## src/rtl/subsys_id_pkg.sv

```systemverilog
package subsys_id_pkg;
  parameter int unsigned ADDR_W     = 6;
  parameter int unsigned WORD_W     = 16;
  parameter int unsigned DATA_W     = 2 * WORD_W;
  parameter int unsigned BE_W       = DATA_W / 8;
  parameter int unsigned WORD_BYTES = WORD_W / 8;
  parameter logic [ADDR_W-1:0] ID_DWORD   = 6'h10;
  parameter logic [ADDR_W-1:0] CTRL_DWORD = 6'h20;
  parameter int unsigned LOCK_BIT   = 5;

  typedef struct packed {
    logic [WORD_W-1:0] device;
    logic [WORD_W-1:0] vendor;
  } id_pair_t;
endpackage

```

## src/rtl/subsys_id_word.sv

```systemverilog
module subsys_id_word
  import subsys_id_pkg::*;
(
  input  logic                  clk_i,
  input  logic                  rst_ni,
  input  logic                  wr_en_i,
  input  logic [WORD_BYTES-1:0] wr_be_i,
  input  logic [WORD_W-1:0]     wr_data_i,
  input  logic                  load_en_i,
  input  logic [WORD_W-1:0]     load_data_i,
  output logic [WORD_W-1:0]     q_o
);
  for (genvar b = 0; b < WORD_BYTES; b++) begin : g_byte
    logic [7:0] byte_q;
    always_ff @(posedge clk_i or negedge rst_ni) begin
      if (!rst_ni)                    byte_q <= '0;
      else if (load_en_i)             byte_q <= load_data_i[8*b +: 8];
      else if (wr_en_i && wr_be_i[b]) byte_q <= wr_data_i[8*b +: 8];
    end
    assign q_o[8*b +: 8] = byte_q;
  end
endmodule

```

## src/rtl/subsys_lock_reg.sv

```systemverilog
module subsys_lock_reg (
  input  logic clk_i,
  input  logic rst_ni,
  input  logic wr_en_i,
  input  logic wr_val_i,
  output logic lock_o
);
  // comes out of reset locked
  always_ff @(posedge clk_i or negedge rst_ni) begin
    if (!rst_ni)      lock_o <= 1'b1;
    else if (wr_en_i) lock_o <= wr_val_i;
  end
endmodule

```

## src/rtl/subsys_preload_ctl.sv

```systemverilog
module subsys_preload_ctl (
  input  logic clk_i,
  input  logic rst_ni,
  input  logic eeprom_en_i,
  input  logic pre_valid_i,
  input  logic pre_done_i,
  output logic load_en_o,
  output logic done_o
);
  logic done_q;
  always_ff @(posedge clk_i or negedge rst_ni) begin
    if (!rst_ni)                        done_q <= 1'b0;
    else if (eeprom_en_i && pre_done_i) done_q <= 1'b1;
  end
  assign done_o    = done_q | ~eeprom_en_i;
  assign load_en_o = pre_valid_i & ~done_o;
endmodule

```

## src/rtl/subsys_id_regs.sv

```systemverilog
module subsys_id_regs
  import subsys_id_pkg::*;
(
  input  logic              clk_i,
  input  logic              rst_ni,
  input  logic              eeprom_en_i,
  input  logic              cfg_req_i,
  input  logic              cfg_we_i,
  input  logic [ADDR_W-1:0] cfg_addr_i,
  input  logic [BE_W-1:0]   cfg_be_i,
  input  logic [DATA_W-1:0] cfg_wdata_i,
  output logic [DATA_W-1:0] cfg_rdata_o,
  output logic              cfg_retry_o,
  input  logic              pre_valid_i,
  input  logic [WORD_W-1:0] pre_vendor_i,
  input  logic [WORD_W-1:0] pre_device_i,
  input  logic              pre_done_i,
  output logic              pre_done_o
);
  logic     done, load_en, lock_q;
  logic     wr_ok, id_wr, ctrl_wr;
  id_pair_t id_q;

  subsys_preload_ctl u_pre (
    .clk_i, .rst_ni, .eeprom_en_i, .pre_valid_i, .pre_done_i,
    .load_en_o(load_en), .done_o(done)
  );

  assign wr_ok       = cfg_req_i & cfg_we_i & done;
  assign cfg_retry_o = cfg_req_i & cfg_we_i & ~done;
  assign id_wr       = wr_ok & (cfg_addr_i == ID_DWORD) & ~lock_q;
  assign ctrl_wr     = wr_ok & (cfg_addr_i == CTRL_DWORD) & cfg_be_i[LOCK_BIT/8];

  subsys_lock_reg u_lock (
    .clk_i, .rst_ni, .wr_en_i(ctrl_wr), .wr_val_i(cfg_wdata_i[LOCK_BIT]),
    .lock_o(lock_q)
  );

  subsys_id_word u_vendor (
    .clk_i, .rst_ni,
    .wr_en_i(id_wr), .wr_be_i(cfg_be_i[WORD_BYTES-1:0]),
    .wr_data_i(cfg_wdata_i[WORD_W-1:0]),
    .load_en_i(load_en), .load_data_i(pre_vendor_i),
    .q_o(id_q.vendor)
  );

  subsys_id_word u_device (
    .clk_i, .rst_ni,
    .wr_en_i(id_wr), .wr_be_i(cfg_be_i[BE_W-1:WORD_BYTES]),
    .wr_data_i(cfg_wdata_i[DATA_W-1:WORD_W]),
    .load_en_i(load_en), .load_data_i(pre_device_i),
    .q_o(id_q.device)
  );

  always_comb begin
    cfg_rdata_o = '0;
    if (cfg_req_i && !cfg_we_i) begin
      if (cfg_addr_i == ID_DWORD)        cfg_rdata_o = id_q;
      else if (cfg_addr_i == CTRL_DWORD) cfg_rdata_o[LOCK_BIT] = lock_q;
    end
  end

  assign pre_done_o = done;
endmodule

```

## config.mk

```make
export PLATFORM = sky130hd
export DESIGN_NAME = subsys_id_regs
export DESIGN_NICKNAME = d
export VERILOG_FILES = /design/src/rtl/subsys_id_pkg.sv /design/src/rtl/subsys_id_word.sv /design/src/rtl/subsys_lock_reg.sv /design/src/rtl/subsys_preload_ctl.sv /design/src/rtl/subsys_id_regs.sv
export SDC_FILE = /design/constraint.sdc
export NUM_CORES = 1
export LEC_CHECK = 0
export BUFFER_PORTS_ARGS = -buffer_cell sky130_fd_sc_hd__buf_4
export CAP_MARGIN = 20
export CORE_MARGIN = 2
export CORE_UTILIZATION = 48
export CTS_CLUSTER_SIZE = 12
export DETAILED_ROUTE_END_ITERATION = 10
export HOLD_SLACK_MARGIN = 0.12
export PLACE_DENSITY = 0.95
export SYNTH_ARGS = -nofsm -noshare
export SYNTH_HDL_FRONTEND = slang
export SYNTH_SLANG_ARGS = --single-unit
```

## constraint.sdc

```tcl
create_clock -name clk_i -period 7 [get_ports clk_i]
set_input_delay 2.1 -clock clk_i [delete_from_list [all_inputs] [get_ports clk_i]]
set_output_delay 2.1 -clock clk_i [all_outputs]
set_load 0.01 [all_outputs]
```

# After elaboration in Yosys (flattened, before gate mapping)
# Index checks and enable logic that the tools add are counted.
[word_totals] elab_cells=44 out_inout_bits=34 regBits=34
[op_classes] reduce_logical=11 n_eq_ne=2 mux=13 bitwise_logic=12
[op_table] op="$mux 8" n=8
[op_table] op="$mux 32" n=1
[op_table] op="$mux 26" n=1
[op_table] op="$and 1x1->1" n=8
[op_table] op="$reduce_bool 2->1" n=4
[op_table] op="$eq 6x5->1 const B" n=1
[op_table] op="$eq 6x6->1 const B" n=1
[op_table] op="$logic_and 1x1->1" n=6
[op_table] op="$mux 5" n=1
[op_table] op="$not 1->1" n=3
[op_table] op="$mux 1" n=2
[op_table] op="$logic_not 1->1" n=1
[op_table] op="$or 1x1->1" n=1

# Logic depth before layout (Yosys ltp)
# Gate-level depths: netlist (run 1).
[logic_depth] ltp_word=8 ltp_mapped=6 depth_no_buf=4

# Modules after synthesis
# From an unflattened synthesis (run 1), not the netlist that was laid out.
[unflattened] hier_cells=275 area_unflattened_um2=2731.4
[modules_own_cells] module="subsys_id_word" instances=2 cells_each=93 area_per_inst_um2=1024.7
[modules_own_cells] module="subsys_id_regs" instances=1 cells_each=83 area_per_inst_um2=593.1
[modules_own_cells] module="subsys_preload_ctl" instances=1 cells_each=4 area_per_inst_um2=47.5
[modules_own_cells] module="subsys_lock_reg" instances=1 cells_each=2 area_per_inst_um2=41.3

# Worst setup path after synthesis (run 1)
# OpenSTA, ideal clock, no wires.
[synth_path] kind="input to output" startpoint="input port cfg_addr_i[1]" endpoint="output port cfg_rdata_o[0]" path_stages=6 slack_ns=1.162 arrival_ns=3.738 n_path_buf=2 cell_sequence="or4_1 -> or3b_1 -> buf_6 -> nor2_1 -> clkbuf_1 -> and2_1"
[synth_via] elab_chain_cells=3
[synth_rtl] item="start, declared" line="subsys_id_regs.sv:9" source="input logic [ADDR_W-1:0] cfg_addr_i,"
[synth_rtl] item="$eq 6x5->1" line="subsys_id_regs.sv:58" source="if (cfg_addr_i == ID_DWORD) cfg_rdata_o = id_q;"
[synth_rtl] item="$mux 5" line="subsys_id_regs.sv:58"
[synth_rtl] item="$mux 32" line="subsys_id_regs.sv:57" source="if (cfg_req_i && !cfg_we_i) begin"
[synth_rtl] item="end, declared" line="subsys_id_regs.sv:12" source="output logic [DATA_W-1:0] cfg_rdata_o,"
# Every way passes these cells.

# Final worst setup path (run 1)
[layout_path] startpoint="input port cfg_addr_i[1]" endpoint="output port cfg_rdata_o[16]"
[layout_via] elab_chain_cells=3
[layout_rtl] item="$eq 6x5->1" line="subsys_id_regs.sv:58"
[layout_rtl] item="$mux 26" line="subsys_id_regs.sv:58"
[layout_rtl] item="$mux 32" line="subsys_id_regs.sv:57"
# Every way passes these cells.

==> results of run 1 <==
worst max-delay path, stage by stage:
cell and delay, ns:
buf_4 0.11, or4_1 0.54, or3b_1 0.60, nor2_2 0.37
buf_4 0.30, and2_1 0.17, buf_4 0.12
final timing paths:
path / to / startpoint / depth (start not counted)
setup / recovery: cfg_rdata_o[16] / cfg_addr_i[1] / 7
hold / removal: u_pre.done_q / u_pre.done_q / 1
setup reg to reg: u_vendor.g_byte[0].byte_q[7] / u_pre.done_q / 4
hold reg to reg: u_pre.done_q / u_pre.done_q / 1
max in group asynchronous: u_lock.lock_o / rst_ni / 1
min in group asynchronous: u_device.g_byte[0].byte_q[4] / rst_ni / 1
cell type report:
class,count,area [um^2]
well taps,50,62.6
repair buffers,116,871
flip-flops and latches,34,852
clock buffers,8,80.1
multi-input cells,115,1130
inverters,5,18.8
fillers,290,1020
state kept, by name, indices dropped and copies added (netlist names):
| register | flops |
|---|---|
| u_pre.done_q | 1 |
| u_device.g_byte.byte_q | 16 |
| u_vendor.g_byte.byte_q | 16 |
| u_lock.lock_o | 1 |
placed cells by master (no fill, tap or decap):
master / count
a21o_1: 1
inv_1: 5
dfrtp_1: 33
mux2_2: 62
clkbuf_8: 5
nor2_2: 1
and2_1: 31
nor2_1: 2
dfstp_2: 1
nand2b_1: 2
nor2b_1: 1
o41ai_4: 4
mux2_1: 1
nand3b_1: 1
nand2_1: 1
mux2i_1: 2
buf_4: 116
nand3_1: 2
clkbuf_1: 3
or3b_1: 1
or4_1: 1
a2bb2oi_1: 1
nor3b_1: 1
kinds of logic (layout without fill, tap and decap cells):
group,Yosys count,after routing
AOI/OAI and AO/OA,6,6
buffers and inverters,14,129
DFF,34,34
muxes,65,65
and+or+nand+nor,44,44
power groups by stage:
stage | sequential (W) | combinational, W | clock [W]
3_3_place_gp | 0.000253 | 0.0000852 | 0
2_1_floorplan | 0.000248 | 0.0000461 | 0
5_1_grt | 0.000256 | 0.0000964 | 0.000149
6_report | 0.000251 | 0.0000882 | 0.000136
4_1_cts | 0.000251 | 0.0000898 | 0.000139
3_5_place_dp | 0.000255 | 0.0000894 | 0
routing by layer:
metal  GRT usage [%]  part of all wire, %  vias up
li1                -                    -      799
met1            24.0                   38      788
met2            39.4                   53       77
met3            7.89                  7.9        2
met4            3.92                 0.31        0
met5               0                    0        -
stage by stage:
stage	hold slack (ns)	total power (W)	cells
3_5_place_dp	0.463	0.000344	320
2_1_floorplan	0.432	0.000294	163
6_report	0.485	0.000475	328
4_1_cts	0.480	0.000480	328
5_1_grt	0.512	0.000501	328
3_3_place_gp	0.451	0.000338	320
==> flow_summary.json, run 1 <==
{
  "rows": 23,
  "place.gp.congestion": 0.740,
  "antenna_found_initial": 0,
  "max-slew-margin-rel_pct": 38.1,
  "leakagePower_nw": 1.54,
  "grt_pass1_wl_um": 8250,
  "cts_sinks": 34,
  "synthMuxAreaShare_pct": 35.8,
  "yosys.area_share.simple_pct": 13.2,
  "die_area_um2": 4780,
  "required_ns": 4.90,
  "grt_pass1_vias": 1774,
  "drc": 0,
  "setup_tns_ns": 0,
  "firstDrtPassIters": 4,
  "yosys.area_share.xor_xnor_pct": 0,
  "drv_slew": 0,
  "synthArstFlopShare_pct": 100,
  "die_w_um": 69.1,
  "coreArea_um2": 4030,
  "cts_tree": "yes",
  "cts_buffers": 5,
  "synth_edf_count": 0,
  "netlist_top_cells_count": "62 x mux2_2, 33 x dfrtp_1, 31 x and2_1",
  "yosysMostFrequentCell": "mux2_2",
  "hpwl_um": 3830,
  "yosys.area.top_type": "dfrtp_1",
  "switching_power_w": 0.000107,
  "hp-class": "register to register",
  "setup.worst_path.class": "input port to output pin",
  "status": "completed",
  "avgSynthCellArea_um2": 12.5,
  "clkPwrFrac_pct": 28.6,
  "portBuffers": 114,
  "postCtsHoldBufs": 0,
  "synth-main-ff-cell": "dfrtp_1",
  "dieHeight_um": 69.1,
  "cp.arrival_ns": 4.31,
  "post-route-min-period_ns": 6.41,
  "htree_levels": 2,
  "power_density_nw_per_um2": 158,
  "final_nets": 358,
  "dpl_cell_area_um2": 2930,
  "area.growth.synth_to_final_pct": 47.9,
  "grt.total_usage_pct": 21.5,
  "synth-seq-area-share_pct": 41.8,
  "final_area_um2": 3010,
  "syn_area_um2": 2040,
  "drive_gt1_share_pct": 68.0,
  "wl_um": 4870,
  "finalSetupViolCount": 0,
  "synth_top_family_by_area": "multiplexers",
  "switching_share_pct": 22.6,
  "clockRootBuffer": "clkbuf_8",
  "synth_top_cell_area_share_pct": 40.5,
  "avgRoutedWirePerCell_um": 14.9,
  "p_comb_share_pct": 18.6,
  "grt_max_degree": 35,
  "syn_nets": 244,
  "hold_viol_final": 0,
  "vias_per_cell": 5.08,
  "synth_compound_area_share_pct": 6.20,
  "cts-resized-gates": 0,
  "clock_latency_ns": 0.28,
  "p_int_w": 0.000368,
  "worstPathMaxFanout": 22,
  "rsz0062_at_grt": "false",
  "cts.clk_slew.worst_paths_ns": 0.07,
  "ys_warn_count": 0,
  "tightestPinTransition_ns": 0.926,
  "start_util_pct": 50.6,
  "syn_inst": 163,
  "io_pins": 115,
  "clock_path_buffers": 2,
  "ys_types": 22,
  "start_kind": "input port",
  "finalWorstSetupSlack_ns": 0.594,
  "max_cap_viol_count": 0,
  "cts_setup_buffers": 0,
  "peakVddDrop_uv": 137,
  "n_antenna_cell": 0,
  "skew_ns": 0.00591,
  "dpl_worst_slack_ns": 0.565,
  "seqPwrFrac_pct": 52.9,
  "finalCoreUtilization_pct": 74.8,
  "antenna_left": 0,
  "post-route-period-util_pct": 91.5,
  "synth_top_cells_by_area": "dfrtp_1 41%, mux2_2 34%, and2_1 9.5%",
  "crit_path_end_kind": "output pin",
  "dr.first_iter.drc_count": 57,
  "max_freq_mhz": 156,
  "r2r_slack_ns": 4.64,
  "synth_fa_ha_area_share_pct": 0,
  "vias": 1666,
  "yosys_register_bits": 34,
  "grt_overflow": 0
}
(Power assumes the default switching activity.)
==> run 2: changes to the inputs <==
--- a/config.mk
+++ b/config.mk
@@ -8,11 +8,12 @@
 export BUFFER_PORTS_ARGS = -buffer_cell sky130_fd_sc_hd__buf_4
 export CAP_MARGIN = 20
 export CORE_MARGIN = 2
-export CORE_UTILIZATION = 48
+export CORE_UTILIZATION = 40
 export CTS_CLUSTER_SIZE = 12
 export DETAILED_ROUTE_END_ITERATION = 10
 export HOLD_SLACK_MARGIN = 0.12
-export PLACE_DENSITY = 0.95
+export PLACE_DENSITY = 0.8
+export SETUP_SLACK_MARGIN = 0.15
 export SYNTH_ARGS = -nofsm -noshare
 export SYNTH_HDL_FRONTEND = slang
 export SYNTH_SLANG_ARGS = --single-unit
==> constraint.sdc (replaced) <==
create_clock -name clk_i -period 5.89 [get_ports clk_i]
set_input_delay 1.767 -clock clk_i [delete_from_list [all_inputs] [get_ports clk_i]]
set_output_delay 1.767 -clock clk_i [all_outputs]
set_load 0.01 [all_outputs]
==> flow_summary.json, run 2 (same netlist as run 1, synthesis figures left out) <==
{
  "crit_path_end_kind": "output pin",
  "cts_tree": "yes",
  "antenna_left": 0,
  "vias_per_cell": 4.73,
  "dr.first_iter.drc_count": 56,
  "dieHeight_um": 75.4,
  "drive_gt1_share_pct": 68.2,
  "drc": 0,
  "n_antenna_cell": 0,
  "grt.total_usage_pct": 17.0,
  "die_w_um": 75.4,
  "max_freq_mhz": 188,
  "grt_pass1_wl_um": 7310,
  "holdPathEnd": "u_pre.done_q",
  "grt_max_degree": 35,
  "cts_setup_buffers": 0,
  "vias": 1643,
  "cts-resized-gates": 0,
  "hold_viol_final": 0,
  "cts_sinks": 34,
  "htree_levels": 2,
  "finalCoreUtilization_pct": 63.4,
  "setup.worst_path.class": "input port to output pin",
  "antenna_found_initial": 0,
  "peakVddDrop_uv": 145,
  "io_pins": 115,
  "drv_slew": 0,
  "r2r_slack_ns": 3.86,
  "clock_path_buffers": 2,
  "regToRegStartpoint": "u_pre.done_q",
  "coreArea_um2": 4820,
  "r2r_cells": 4,
  "cts.clk_slew.worst_paths_ns": 0.06,
  "cts_buffers": 5,
  "portBuffers": 114,
  "worstPathMaxFanout": 31,
  "startpoint": "cfg_addr_i[1]",
  "postCtsHoldBufs": 0,
  "power_density_nw_per_um2": 183,
  "leakagePower_nw": 1.55,
  "hpwl_um": 3530,
  "wl_um": 4620,
  "required_ns": 4.12,
  "start_util_pct": 42.3,
  "grt_overflow": 0,
  "avgRoutedWirePerCell_um": 13.3,
  "skew_ns": 0.00424,
  "clockRootBuffer": "clkbuf_8",
  "tightestPinTransition_ns": 0.618,
  "rows": 25,
  "rsz0062_at_grt": "false",
  "status": "completed",
  "mostFrequentLayoutCell": "buf_4",
  "finalSetupViolCount": 0,
  "max_cap_viol_count": 0,
  "reg2reg_to": "u_device.g_byte[0].byte_q[1]",
  "start_kind": "input port",
  "grt_pass1_vias": 1568,
  "clock_latency_ns": 0.28,
  "post-route-min-period_ns": 5.33,
  "final_nets": 360,
  "cp.arrival_ns": 3.56,
  "hp-class": "register to register",
  "layout.cells.most_common_list": "117 x buf_4, 62 x mux2_2, 33 x dfrtp_1",
  "post-route-period-util_pct": 90.5,
  "max-slew-margin-rel_pct": 58.6,
  "biggestRegsByFlops": "u_device.g_byte.byte_q: 16 flops, u_vendor.g_byte.byte_q: 16 flops",
  "hold_path.startpoint": "u_pre.done_q",
  "place.gp.congestion": 0.781,
  "firstDrtPassIters": 2,
  "hold_depth": 1,
  "area.growth.synth_to_final_pct": 49.8,
  "setup_tns_ns": 0,
  "die_area_um2": 5680
}
run 2: cell count changes in the layout (fill, tap and decap cells not counted):
| cell | delta |
|---|---|
| buf_4 | +1 |
| buf_6 | +1 |
run 2: how the worst max path moves through the flow:
stage / to / slack [ns] / depth (start not counted)
floorplan: cfg_rdata_o[0] / 0.72 / 6
global placement: cfg_rdata_o[31] / 0.57 / 7
detailed placement: cfg_rdata_o[31] / 0.53 / 7
CTS: cfg_rdata_o[31] / 0.53 / 7
global route: cfg_rdata_o[30] / 0.46 / 7
finish: cfg_rdata_o[31] / 0.56 / 7
run 2: metrics by stage:
stage	hold slack (ns)	area [um^2]	instances	total power (W)	worst slack [ns]
after floorplan	0.432	2040	163	0.000349	0.718
after global placement	0.445	2960	338	0.000402	0.573
after detailed placement	0.453	2960	338	0.000407	0.532
after CTS	0.467	3040	346	0.000567	0.533
after global routing	0.499	3050	347	0.000594	0.462
final	0.481	3050	347	0.000558	0.560
run 2: report_power, final:
| part | switching, W | total (W) | internal (W) |
|---|---|---|---|
| Combinational | 0.0000291 | 0.000104 | 0.0000747 |
| Clock | 0.0000729 | 0.000157 | 0.0000838 |
| Sequential | 0.0000189 | 0.000297 | 0.000278 |
| Total | 0.000121 | 0.000558 | 0.000437 |
run 2: layer usage:
layer / global-route usage (%) / routed length (um) / up-vias
li1: - / - / 802
met1: 22.4 / 1900 / 765
met2: 27.3 / 2230 / 71
met3: 5.82 / 442 / 5
met4: 4.09 / 46 / 0
met5: 0 / 0 / -
run 2: final cells by class:
type / count / area [um^2]
fillers: 407 / 1770
multi-input cells: 115 / 1130
repair buffers: 118 / 890
flip-flops and latches: 34 / 852
well taps: 67 / 83.8
clock buffers: 8 / 80.1
inverters: 5 / 18.8
run 2: critical path, cell delays in order:
cell,delay (ns)
buf_4,0.11
or4_1,0.54
or3b_1,0.43
nor2_2,0.12
buf_4,0.27
and2_1,0.19
buf_4,0.12
